===== config.mk =====
export PLATFORM = sky130hd
export DESIGN_NAME = bcc_target_unit
export DESIGN_NICKNAME = d
export VERILOG_FILES = /design/src/rtl/bcc_pkg.sv /design/src/rtl/bcc_rst_sync.sv /design/src/rtl/bcc_cond_eval.sv /design/src/rtl/bcc_tgt_add.sv /design/src/rtl/bcc_target_unit.sv
export SDC_FILE = /design/constraint.sdc
export NUM_CORES = 1
export LEC_CHECK = 0
export BUFFER_PORTS_ARGS = -buffer_cell sky130_fd_sc_hd__clkbuf_2
export CAP_MARGIN = 20
export CORE_MARGIN = 4
export CORE_UTILIZATION = 28
export DETAILED_ROUTE_END_ITERATION = 10
export HOLD_SLACK_MARGIN = 0.15
export PLACE_DENSITY = 0.48
export SYNTH_ARGS = -nofsm -noshare
export SYNTH_HDL_FRONTEND = slang
export SYNTH_SLANG_ARGS = --single-unit
export TNS_END_PERCENT = 20

===== constraint.sdc =====
create_clock -name clk -period 1.4 [get_ports clk]
set_input_delay 0.28 -clock clk [delete_from_list [all_inputs] [get_ports clk]]
set_output_delay 0.28 -clock clk [all_outputs]
set_load 0.05 [all_outputs]

===== src/rtl/bcc_pkg.sv =====
package bcc_pkg;
  localparam int unsigned SEL_W  = 4;
  localparam int unsigned FLAG_W = 4;

  typedef enum logic [SEL_W-1:0] {
    SEL_ALWAYS = 4'h0, SEL_NEVER = 4'h1, SEL_HI = 4'h2, SEL_LS = 4'h3,
    SEL_CC     = 4'h4, SEL_CS    = 4'h5, SEL_NE = 4'h6, SEL_EQ = 4'h7,
    SEL_VC     = 4'h8, SEL_VS    = 4'h9, SEL_PL = 4'hA, SEL_MI = 4'hB,
    SEL_GE     = 4'hC, SEL_LT    = 4'hD, SEL_GT = 4'hE, SEL_LE = 4'hF
  } sel_e;

  typedef struct packed {
    logic n;
    logic z;
    logic v;
    logic c;
  } flags_t;
endpackage


===== src/rtl/bcc_rst_sync.sv =====
module bcc_rst_sync #(
  parameter int unsigned STAGES = 2
) (
  input  logic clk,
  input  logic rst_n,
  output logic rst_sync_n
);
  logic [STAGES-1:0] chain_q;

  always_ff @(posedge clk or negedge rst_n) begin
    if (!rst_n) chain_q <= '0;
    else        chain_q <= {chain_q[STAGES-2:0], 1'b1};
  end

  assign rst_sync_n = chain_q[STAGES-1];
endmodule


===== src/rtl/bcc_cond_eval.sv =====
module bcc_cond_eval
  import bcc_pkg::*;
(
  input  logic [SEL_W-1:0]  sel_i,
  input  logic [FLAG_W-1:0] flags_i,
  output logic              hit_o
);
  flags_t f;
  logic   sign_ok;

  assign f       = flags_t'(flags_i);
  assign sign_ok = ~(f.n ^ f.v);

  always_comb begin
    unique case (sel_e'(sel_i))
      SEL_ALWAYS: hit_o = 1'b1;
      SEL_NEVER:  hit_o = 1'b0;
      SEL_HI:     hit_o = ~(f.c | f.z);
      SEL_LS:     hit_o = f.c | f.z;
      SEL_CC:     hit_o = ~f.c;
      SEL_CS:     hit_o = f.c;
      SEL_NE:     hit_o = ~f.z;
      SEL_EQ:     hit_o = f.z;
      SEL_VC:     hit_o = ~f.v;
      SEL_VS:     hit_o = f.v;
      SEL_PL:     hit_o = ~f.n;
      SEL_MI:     hit_o = f.n;
      SEL_GE:     hit_o = sign_ok;
      SEL_LT:     hit_o = ~sign_ok;
      SEL_GT:     hit_o = ~f.z & sign_ok;
      SEL_LE:     hit_o = f.z | ~sign_ok;
      default:    hit_o = 1'b0;
    endcase
  end
endmodule


===== src/rtl/bcc_tgt_add.sv =====
module bcc_tgt_add #(
  parameter int unsigned ADDR_W = 16,
  parameter int unsigned DISP_W = 8
) (
  input  logic [ADDR_W-1:0] base_i,
  input  logic [DISP_W-1:0] disp_i,
  output logic [ADDR_W-1:0] sum_o
);
  localparam int unsigned EXT_W = ADDR_W - DISP_W;

  logic [ADDR_W-1:0] disp_ext;

  generate
    if (EXT_W > 0) begin : g_ext
      assign disp_ext = {{EXT_W{disp_i[DISP_W-1]}}, disp_i};
    end else begin : g_noext
      assign disp_ext = disp_i[ADDR_W-1:0];
    end
  endgenerate

  // Sum is truncated to ADDR_W bits, giving modulo-2^ADDR_W wrap.
  assign sum_o = base_i + disp_ext;
endmodule


===== src/rtl/bcc_target_unit.sv =====
module bcc_target_unit
  import bcc_pkg::*;
#(
  parameter int unsigned ADDR_W = 16,
  parameter int unsigned DISP_W = 8
) (
  input  logic              clk,
  input  logic              rst_n,
  input  logic [ADDR_W-1:0] next_addr_i,
  input  logic [DISP_W-1:0] disp_i,
  input  logic [SEL_W-1:0]  cond_i,
  input  logic [FLAG_W-1:0] flags_i,
  output logic              taken_o,
  output logic [ADDR_W-1:0] target_o,
  output logic              misalign_o
);
  localparam int unsigned EXT_W = ADDR_W - DISP_W;

  logic              rst_sync_n;
  logic              cond_hit;
  logic [ADDR_W-1:0] branch_addr;
  logic              taken_d, misalign_d;
  logic [ADDR_W-1:0] target_d;
  logic              reg_en;

  bcc_rst_sync #(.STAGES(2)) i_rst_sync (
    .clk        (clk),
    .rst_n      (rst_n),
    .rst_sync_n (rst_sync_n)
  );

  bcc_cond_eval i_cond_eval (
    .sel_i   (cond_i),
    .flags_i (flags_i),
    .hit_o   (cond_hit)
  );

  bcc_tgt_add #(.ADDR_W(ADDR_W), .DISP_W(DISP_W)) i_tgt_add (
    .base_i (next_addr_i),
    .disp_i (disp_i),
    .sum_o  (branch_addr)
  );

  // Next-state logic
  always_comb begin
    reg_en     = 1'b1;
    misalign_d = disp_i[0];
    taken_d    = cond_hit & ~misalign_d;
    target_d   = taken_d ? branch_addr : next_addr_i;
  end

  // Output registers
  always_ff @(posedge clk or negedge rst_sync_n) begin
    if (!rst_sync_n) begin
      taken_o    <= 1'b0;
      misalign_o <= 1'b0;
      target_o   <= '0;
    end else if (reg_en) begin
      taken_o    <= taken_d;
      misalign_o <= misalign_d;
      target_o   <= target_d;
    end
  end

  // Assertions
  assert_always_taken_R1: assert property (@(posedge clk) disable iff (!rst_sync_n)
    (cond_i == SEL_ALWAYS && !disp_i[0]) |=> taken_o);

  assert_never_taken_R1: assert property (@(posedge clk) disable iff (!rst_sync_n)
    (cond_i == SEL_NEVER) |=> !taken_o);

  assert_gt_blocked_by_z_R2: assert property (@(posedge clk) disable iff (!rst_sync_n)
    (cond_i == SEL_GT && flags_i[2]) |=> !taken_o);

  assert_fallthrough_R3: assert property (@(posedge clk) disable iff (!rst_sync_n)
    (cond_i == SEL_NEVER) |=> (target_o == $past(next_addr_i)));

  assert_taken_target_R4: assert property (@(posedge clk) disable iff (!rst_sync_n)
    (cond_i == SEL_ALWAYS && !disp_i[0]) |=>
      (target_o == $past(next_addr_i) +
                   {{EXT_W{$past(disp_i[DISP_W-1])}}, $past(disp_i)}));

  assert_odd_disp_R5: assert property (@(posedge clk) disable iff (!rst_sync_n)
    disp_i[0] |=> (misalign_o && !taken_o && target_o == $past(next_addr_i)));

  assert_no_error_even_R5: assert property (@(posedge clk) disable iff (!rst_sync_n)
    !disp_i[0] |=> !misalign_o);

  assert_taken_excl_error_R5: assert property (@(posedge clk) disable iff (!rst_sync_n)
    !(taken_o && misalign_o));
endmodule


**Word-level counts from Yosys, hierarchy flattened**

Cells that the tools add are included.

- Register bits: 20
- Output and inout port bits: 18

- Mux-type cells: 2
- $add $sub $neg: 1
- Bitwise gates (word level): 12
- Equality and inequality tests: 15
- Reduce and logical (&&, ||, !) cells: 1

Operators with widths:

| operator | count |
|---|---|
| 4-bit equality test (second input constant) | 8 |
| 16-bit adder | 1 |
| 4-bit by 3-bit equality test with 1-bit output (second input constant) | 4 |
| 16-bit two-way mux | 1 |
| 1-bit case mux with 16 select lines | 1 |
| 4-bit by 2-bit equality test with 1-bit output (second input constant) | 2 |
| 1-bit NOT | 7 |
| 4-bit by 1-bit equality test with 1-bit output (second input constant) | 1 |
| 4-bit logical NOT | 1 |
| 1-bit bitwise AND | 2 |
| 1-bit bitwise OR | 2 |
| 1-bit XOR | 1 |

**Longest topological paths before layout**

Gate-level depths: netlist of the first run.

- Word-level depth: 6
- Gate-level depth with buffers: 8
- Depth with buffers taken out: 8

**Cells and area by module**

From an unflattened synthesis of the first run, not the netlist that was laid out.

- Cells, all modules: 149
- Area, all modules: 1570.3 µm²

Modules (own cells, without submodules):

| module | cells an instance | seq. area each (µm²) | instances | area an instance (µm²) |
|---|---|---|---|---|
| bcc_tgt_add | 98 | 0.0 | 1 | 724.4 |
| bcc_target_unit | 38 | 450.4 | 1 | 713.2 |
| bcc_cond_eval | 10 | 0.0 | 1 | 78.8 |
| bcc_rst_sync | 3 | 50.0 | 1 | 53.8 |

**Least setup slack after synthesis of the first run**

No wires, ideal clock.

- Kind: input to register
- Start: in next_addr_i[0]
- End: reg target_o[14]
- Arrival: 2.025 ns
- Setup slack: -0.708 ns
- Data required time: 1.317 ns
- Path buffers: 0
- Cell stages on the path: 8
- Cell sequence: ha_1 > fa_1 > a211oi_1 > o211ai_1 > a41oi_1 > o21ai_0 > xnor2_1 > o21ai_0

- Longest elaborated chain between the ends: 2

RTL lines:

| what | line | source |
|---|---|---|
| from (decl) | bcc_target_unit.sv:9 | `input logic [ADDR_W-1:0] next_addr_i,` |
| 16-bit adder | bcc_tgt_add.sv:22 | `assign sum_o = base_i + disp_ext;` |
| 16-bit two-way mux | bcc_target_unit.sv:49 | `target_d = taken_d ? branch_addr : next_addr_i;` |
| net target_d[14] | bcc_target_unit.sv:23 | `logic [ADDR_W-1:0] target_d;` |
| to (signal assigned) | bcc_target_unit.sv:61 | `target_o <= target_d;` |
| to (decl) | bcc_target_unit.sv:14 | `output logic [ADDR_W-1:0] target_o,` |

The timed path passes the listed nets, and every way through them passes these cells.

**Final worst setup path of the first run**

- Start: in disp_i[1]
- End: reg target_o[11]

- Longest elaborated chain between the ends: 2

RTL lines:

| what | line | source |
|---|---|---|
| from (decl) | bcc_target_unit.sv:10 | `input logic [DISP_W-1:0] disp_i,` |
| 16-bit adder | bcc_tgt_add.sv:22 |  |
| 16-bit two-way mux | bcc_target_unit.sv:49 |  |
| net target_d[11] | bcc_target_unit.sv:23 |  |

The timed path passes the listed nets, and every way through them passes these cells.

==> impl_metrics.csv, run 1 <==
group,metric,value,unit
run_status,status,"complete, but fails checks",
run_status,violations,"negative setup slack",
synthesis,synth.distinct_cells,40,
placement,hpwlAfterDp,3507,um
critical_path,crit_fanout,4,
sta,hold_viol,0,
power_and_ir_drop,vdd_drop_max,0.4169,mV
floorplanning,die_x,80.03,um
sta,setup_viol,17,
final_layout,nets,305,
routing,drc_errors,0,
synthesis,postSynthCellCount,156,
global_route,grt_pass1_vias,1513,
critical_path,end_kind,"flop",
critical_path,arrival,1950,ps
critical_path,cp_slowest_cell,"o2111a_2",
routing,drtIter0Drc,70,
routing,dr.pass1.iters,4,
synthesis,syn_nets,206,
final_layout,syn_to_final_growth,64.51,%
power_and_ir_drop,power,0.002150,W
synthesis,synthArstFlopShare,1.000,
synthesis,synth_edf_count,0,
floorplanning,fp.dieH,80.03,um
floorplanning,dieArea,6404,um^2
critical_path,path_cells,"clkbuf_8 -> ha_4 -> a211oi_4 -> o21ai_2 -> o2111a_2 -> o31a_1 -> o21a_1 -> o31ai_2",
clock_tree,cts-root-buf,"clkbuf_8",
clock_tree,clk_pin_slew_worst_paths,70,ps
clock_tree,cts_sinks,20,
routing,vias,1496,
placement,portBuffers,51,
global_route,grt_use_total,0.1353,
synthesis,synth_top_flop_cell,"dfrtp_1",
floorplanning,initial_core_util,0.2977,
routing,ant_nets,0,
global_route,antenna_found_initial,0,
clock_tree,htree_num_levels,1,
floorplanning,rows,25,
sta,rsz0062_at_grt,"yes",
synthesis,syn_avg_cell_area,9.312,um^2
power_and_ir_drop,power_density,899.5,nW/um^2
floorplanning,io_pins,52,
clock_tree,insertion_delay,250,ps
sta,post-route-min-period,1786,ps
sta,timing.final.ws_setup,-385.8,ps
synthesis,synth_area,1453,um^2
synthesis,ys_ff_latch,20,
clock_tree,cts_tree,"yes",
synthesis,yosysWarnings,0,
global_route,grt_pass1_wl,6844,um
global_route,grt_max_degree,19,
synthesis,yosysSeqAreaShare,0.3445,
routing,viasPerCell,4.660,
sta,fin_skew,3.607,ps
critical_path,worstSetupStartpointType,"primary input",
critical_path,crit_start,"disp_i[1]",
global_route,grt.overflow.total,0,
critical_path,critical_path_class,"primary input to flop",
placement,gp_congestion,0.8174,
clock_tree,cts_inserted_buffers,3,
final_layout,final_common_cell,"buf_4",
critical_path,reg2reg_slack,930,ps
floorplanning,core_area,4880,um^2
critical_path,reg2reg_depth,0,
critical_path,r2r-start,"i_rst_sync.chain_q[0]$_DFF_PN0_",
sta,fin_crit_sh,1.276,
placement,place_ws,-743.6,ps
power_and_ir_drop,p_leak,1.151,nW
sta,slew_violations,0,
worst_hold_path,min_path_type,"flop to async pin",
clock_tree,clk_path_buf_depth,2,
critical_path,cp.required,1560,ps
job,maxCapViolCount,0,
final_layout,antenna_cells,0,
final_layout,drive_gt1_frac,0.5118,
sta,timing.fmax,560.0,MHz
critical_path,crit_path_max_incr_delay,280,ps
routing,drt_wl_total,4207,um
routing,wl_per_cell,13.11,um
final_layout,most-common-layout-cells,"46 x buf_4, 45 x clkbuf_2, 20 x dfrtp_1, 18 x nand2_1, 14 x o21ai_0",
-- cell usage after synthesis, drive strengths merged (2+ instances only) --
cell type | number | area [um^2]
nand3 | 2 | 10.01
xnor2 | 5 | 43.79
o21bai | 2 | 15.01
ha | 15 | 187.7
mux2i | 3 | 33.78
dfrtp | 20 | 500.5
a211oi | 3 | 27.52
inv | 4 | 15.01
nor2 | 7 | 26.28
a21oi | 11 | 55.05
o21ai | 21 | 108.9
buf | 2 | 10.01
a21o | 6 | 47.55
nand2 | 18 | 67.56
o211ai | 3 | 22.52
xor2 | 7 | 61.31
mux2 | 4 | 45.04
nor3 | 4 | 20.02
clkbuf | 2 | 7.510
o21a | 2 | 15.01
-- power by group --
part / internal (W) / switching (W) / leakage [nW]
Sequential: 0.000647 / 0.0000216 / 0.237
Combinational: 0.000438 / 0.000616 / 0.885
Clock: 0.000250 / 0.000177 / 0.0288
-- state kept, by name, indices dropped and copies added, names as in the netlist --
register	flops
taken_o	1
misalign_o	1
i_rst_sync.chain_q	2
target_o	16
-- cell type report --
type / instances / area, um^2
fill: 487 / 2490
inverter: 4 / 15.01
multi-input combinational: 128 / 1062
clock buffer: 4 / 55.05
tap: 67 / 83.83
timing repair buffer: 98 / 673.1
sequential: 20 / 500.5
-- worst max-delay path, delay by kind of cell --
kind                       cells  cell delay [ps]
adders and majority gates      1              240
AOI/OAI and AO/OA              6             1290
buffers and inverters          1              120
-- layer usage --
metal | global-route usage | vias up | wire, um
met1 | 0.1759 | 682 | 1898
li1 | - | 769 | -
met4 | 0.05236 | 0 | 63
met5 | 0 | - | 0
met3 | 0.01016 | 4 | 218
met2 | 0.2310 | 41 | 2026
-- per-stage QoR --
step	utilization	cell area, um^2	cells	hold WS, ps	setup TNS (ps)
global route	0.4897	2390	321	213.7	-5617
CTS	0.4867	2375	320	199.9	-4117
detailed placement	0.4472	2182	313	69.69	-9411
global placement	0.4472	2182	313	65.79	-8603
finish	0.4897	2390	321	191.9	-3931
floorplan	-	1538	156	-15.59	-5028
-- kinds of logic after synthesis --
group | synth area share
DFF | 0.3445
and+or+nand+nor | 0.1146
AOI/OAI and AO/OA | 0.2463
buffers and inverters | 0.02239
other | 0.002582
xor gates and xnor gates | 0.07235
muxes | 0.05426
adders and majority gates | 0.1430
-- timing repair --
item / 4_1_cts / 5_1_grt
pin swaps: 13 / 0
hold buffers: 1 / 0
hold endpoints to repair: 2 / 0
cloned: 0 / 0
buffers inserted: 2 / 1
setup endpoints to repair: 17 / 17
gates resized for setup: 21 / 5
-- worst paths after layout --
kind,to
worst min-delay path,target_o[8]$_DFF_PN0_
max in group asynchronous,i_rst_sync.chain_q[1]$_DFF_PN0_
worst max-delay path,target_o[11]$_DFF_PN0_
worst min register to register,target_o[8]$_DFF_PN0_
worst max register to register,i_rst_sync.chain_q[1]$_DFF_PN0_
min in group clk,target_o[15]$_DFF_PN0_
No activity file was read; power rests on OpenSTA's default activity.
==> run 2: changes to the inputs <==
Settings changed: CTS_BUF_LIST set to sky130_fd_sc_hd__clkbuf_4.
==> run 2 against run 1 <==
Compared with the run above: the run still ends with negative setup slack left; fmax up 2.7%; total power down 7.2%; setup slack better by 46 ps; first-iteration DRC count down 13%; clock skew up 3.4 ps; hold slack worse by 17 ps; sequential cell count unchanged; cell count unchanged; combinational power about the same; sequential share of layout area up 0.26 points; highest routed layer unchanged.
==> impl_metrics.csv, run 2 (same netlist as run 1, synthesis figures left out) <==
group,metric,value,unit
final_layout,final_common_cell,"buf_4",
routing,dr.pass1.iters,4,
floorplanning,die_x,80.03,um
floorplanning,rows,25,
critical_path,crit_fanout,4,
critical_path,r2r_end,"i_rst_sync.chain_q[1]$_DFF_PN0_",
final_layout,fillCellCount,490,
global_route,antenna_found_initial,0,
critical_path,arrival,1940,ps
placement,place_inst,313,
critical_path,crit_path_max_incr_delay,280,ps
critical_path,end_kind,"flop",
global_route,grt_pass1_wl,6831,um
routing,dr.max_layer_used,"met4",
clock_tree,insertion_delay,290,ps
worst_hold_path,hold_end,"target_o[15]$_DFF_PN0_",
routing,vias,1503,
final_layout,drive_gt1_frac,0.5079,
sta,fin_crit_sh,1.242,
floorplanning,fp.dieH,80.03,um
final_layout,most-common-layout-cells,"46 x buf_4, 45 x clkbuf_2, 20 x dfrtp_1, 18 x nand2_1, 14 x o21ai_0",
worst_hold_path,min_path_type,"primary input to flop",
final_layout,reg_top3,"target_o x16, i_rst_sync.chain_q x2",
final_layout,regMostFlops,"target_o",
final_layout,seqCellArea,500.5,um^2
routing,drt_wl_total,4201,um
placement,place_ws,-743.6,ps
global_route,grt_pass1_vias,1510,
final_layout,fin_util,0.4838,
sta,hold_viol,0,
power_and_ir_drop,p_leak,1.137,nW
critical_path,cp_slowest_cell,"o2111a_2",
routing,drc_errors,0,
final_layout,antenna_cells,0,
critical_path,r2r-start,"i_rst_sync.chain_q[0]$_DFF_PN0_",
critical_path,worstSetupStartpointType,"primary input",
critical_path,critical_path_class,"primary input to flop",
critical_path,reg2reg_slack,930,ps
clock_tree,cts_sinks,20,
final_layout,nets,305,
global_route,grt_max_degree,19,
routing,wl_met2,2012,um
worst_hold_path,hp-start,"next_addr_i[15]",
placement,gp_congestion,0.8174,
routing,viasPerCell,4.682,
routing,drtIter0Drc,61,
clock_tree,clk_pin_slew_worst_paths,100,ps
power_and_ir_drop,vdd_drop_max,0.3763,mV
sta,rsz0062_at_grt,"yes",
sta,timing.fmax,574.9,MHz
global_route,grt_use_total,0.1346,
routing,wl_met1,1897,um
clock_tree,cts_tree,"yes",
final_layout,largest_register_ffs,16,
global_route,grt.overflow.total,0,
floorplanning,initial_core_util,0.2977,
critical_path,reg2reg_depth,0,
routing,ant_nets,0,
final_layout,multi_input_area,1062,um^2
run_status,violations,"negative setup slack",
routing,wl_per_cell,13.09,um
clock_tree,cts-root-buf,"clkbuf_4",
clock_tree,clk_path_buf_depth,2,
run_status,status,"complete, but fails checks",
final_layout,final_cells,321,
floorplanning,dieArea,6404,um^2
clock_tree,cts_inserted_buffers,3,
critical_path,cp.required,1600,ps
placement,hpwlAfterDp,3507,um
final_layout,syn_to_final_growth,62.53,%
clock_tree,htree_num_levels,1,
routing,wl_met3,228,um
job,maxCapViolCount,0,
critical_path,path_cells,"clkbuf_8 -> ha_4 -> a211oi_4 -> o21ai_2 -> o2111a_2 -> o31a_1 -> o21a_1 -> o31ai_2",
floorplanning,io_pins,52,
sta,slew_violations,0,
sta,fin_skew,6.995,ps
worst_hold_path,whs_path_depth,2,
placement,portBuffers,51,
power_and_ir_drop,power_density,844.5,nW/um^2
sta,timing.final.ws_setup,-339.4,ps
floorplanning,core_area,4880,um^2
sta,post-route-min-period,1739,ps
sta,setup_viol,17,
[run 2: worst max-delay path by stage]
stage                         from                      to  slack, ps  cells past startpoint
finish                   disp_i[1]  target_o[11]$_DFF_PN0_       -340                      8
global placement    next_addr_i[1]  target_o[15]$_DFF_PN0_       -700                      8
detailed placement  next_addr_i[1]  target_o[15]$_DFF_PN0_       -740                      8
global route        next_addr_i[0]  target_o[12]$_DFF_PN0_       -420                      9
CTS                 next_addr_i[0]  target_o[10]$_DFF_PN0_       -340                      9
floorplan           next_addr_i[2]  target_o[15]$_DFF_PN0_       -500                      7
[run 2: power by group]
group | total [W] | switching (W) | internal [W] | leakage [nW]
clock network | 0.000272 | 0.000168 | 0.000104 | 0.0154
logic | 0.00105 | 0.000616 | 0.000438 | 0.885
registers | 0.000668 | 0.0000216 | 0.000647 | 0.237
total | 0.00199 | 0.000806 | 0.00119 | 1.14
[run 2: layout make-up]
cell class,instances,share of cell area
clock buffers,3,0.009539
clock inverters,1,0.001590
inverters,4,0.006359
multi-input cells,128,0.4499
flip-flops and latches,20,0.2120
well taps,67,0.03551
repair buffers,98,0.2851
[run 2: per-stage QoR]
step	power [W]	area (um^2)	TNS [ps]	hold slack (ps)
floorplan	0.001307	1538	-5028	-15.59
global placement	0.001658	2182	-8603	65.79
detailed placement	0.001669	2182	-9411	69.69
CTS	0.002001	2346	-3326	164.5
global route	0.002127	2361	-4678	158.9
finish	0.001994	2361	-3079	174.9
[run 2: what timing repair did]
| item | 4_1_cts | 5_1_grt |
|---|---|---|
| pin swaps | 13 | 0 |
| setup buffers | 2 | 1 |
| hold buffers | 1 | 0 |
| endpoints found under the hold margin | 2 | 0 |
| setup endpoints to repair | 17 | 17 |
| gates resized for setup | 20 | 6 |
[run 2: routing by layer]
metal / vias to the layer above / GRT usage
li1: 770 / -
met1: 685 / 0.1759
met2: 44 / 0.2310
met3: 4 / 0.006772
met4: 0 / 0.05236
met5: - / 0
[run 2: critical path, delay by kind of cell]
family          cells  cell delay (ps)
buf+inv             1              120
fa+ha+maj           1              240
compound gates      6             1290
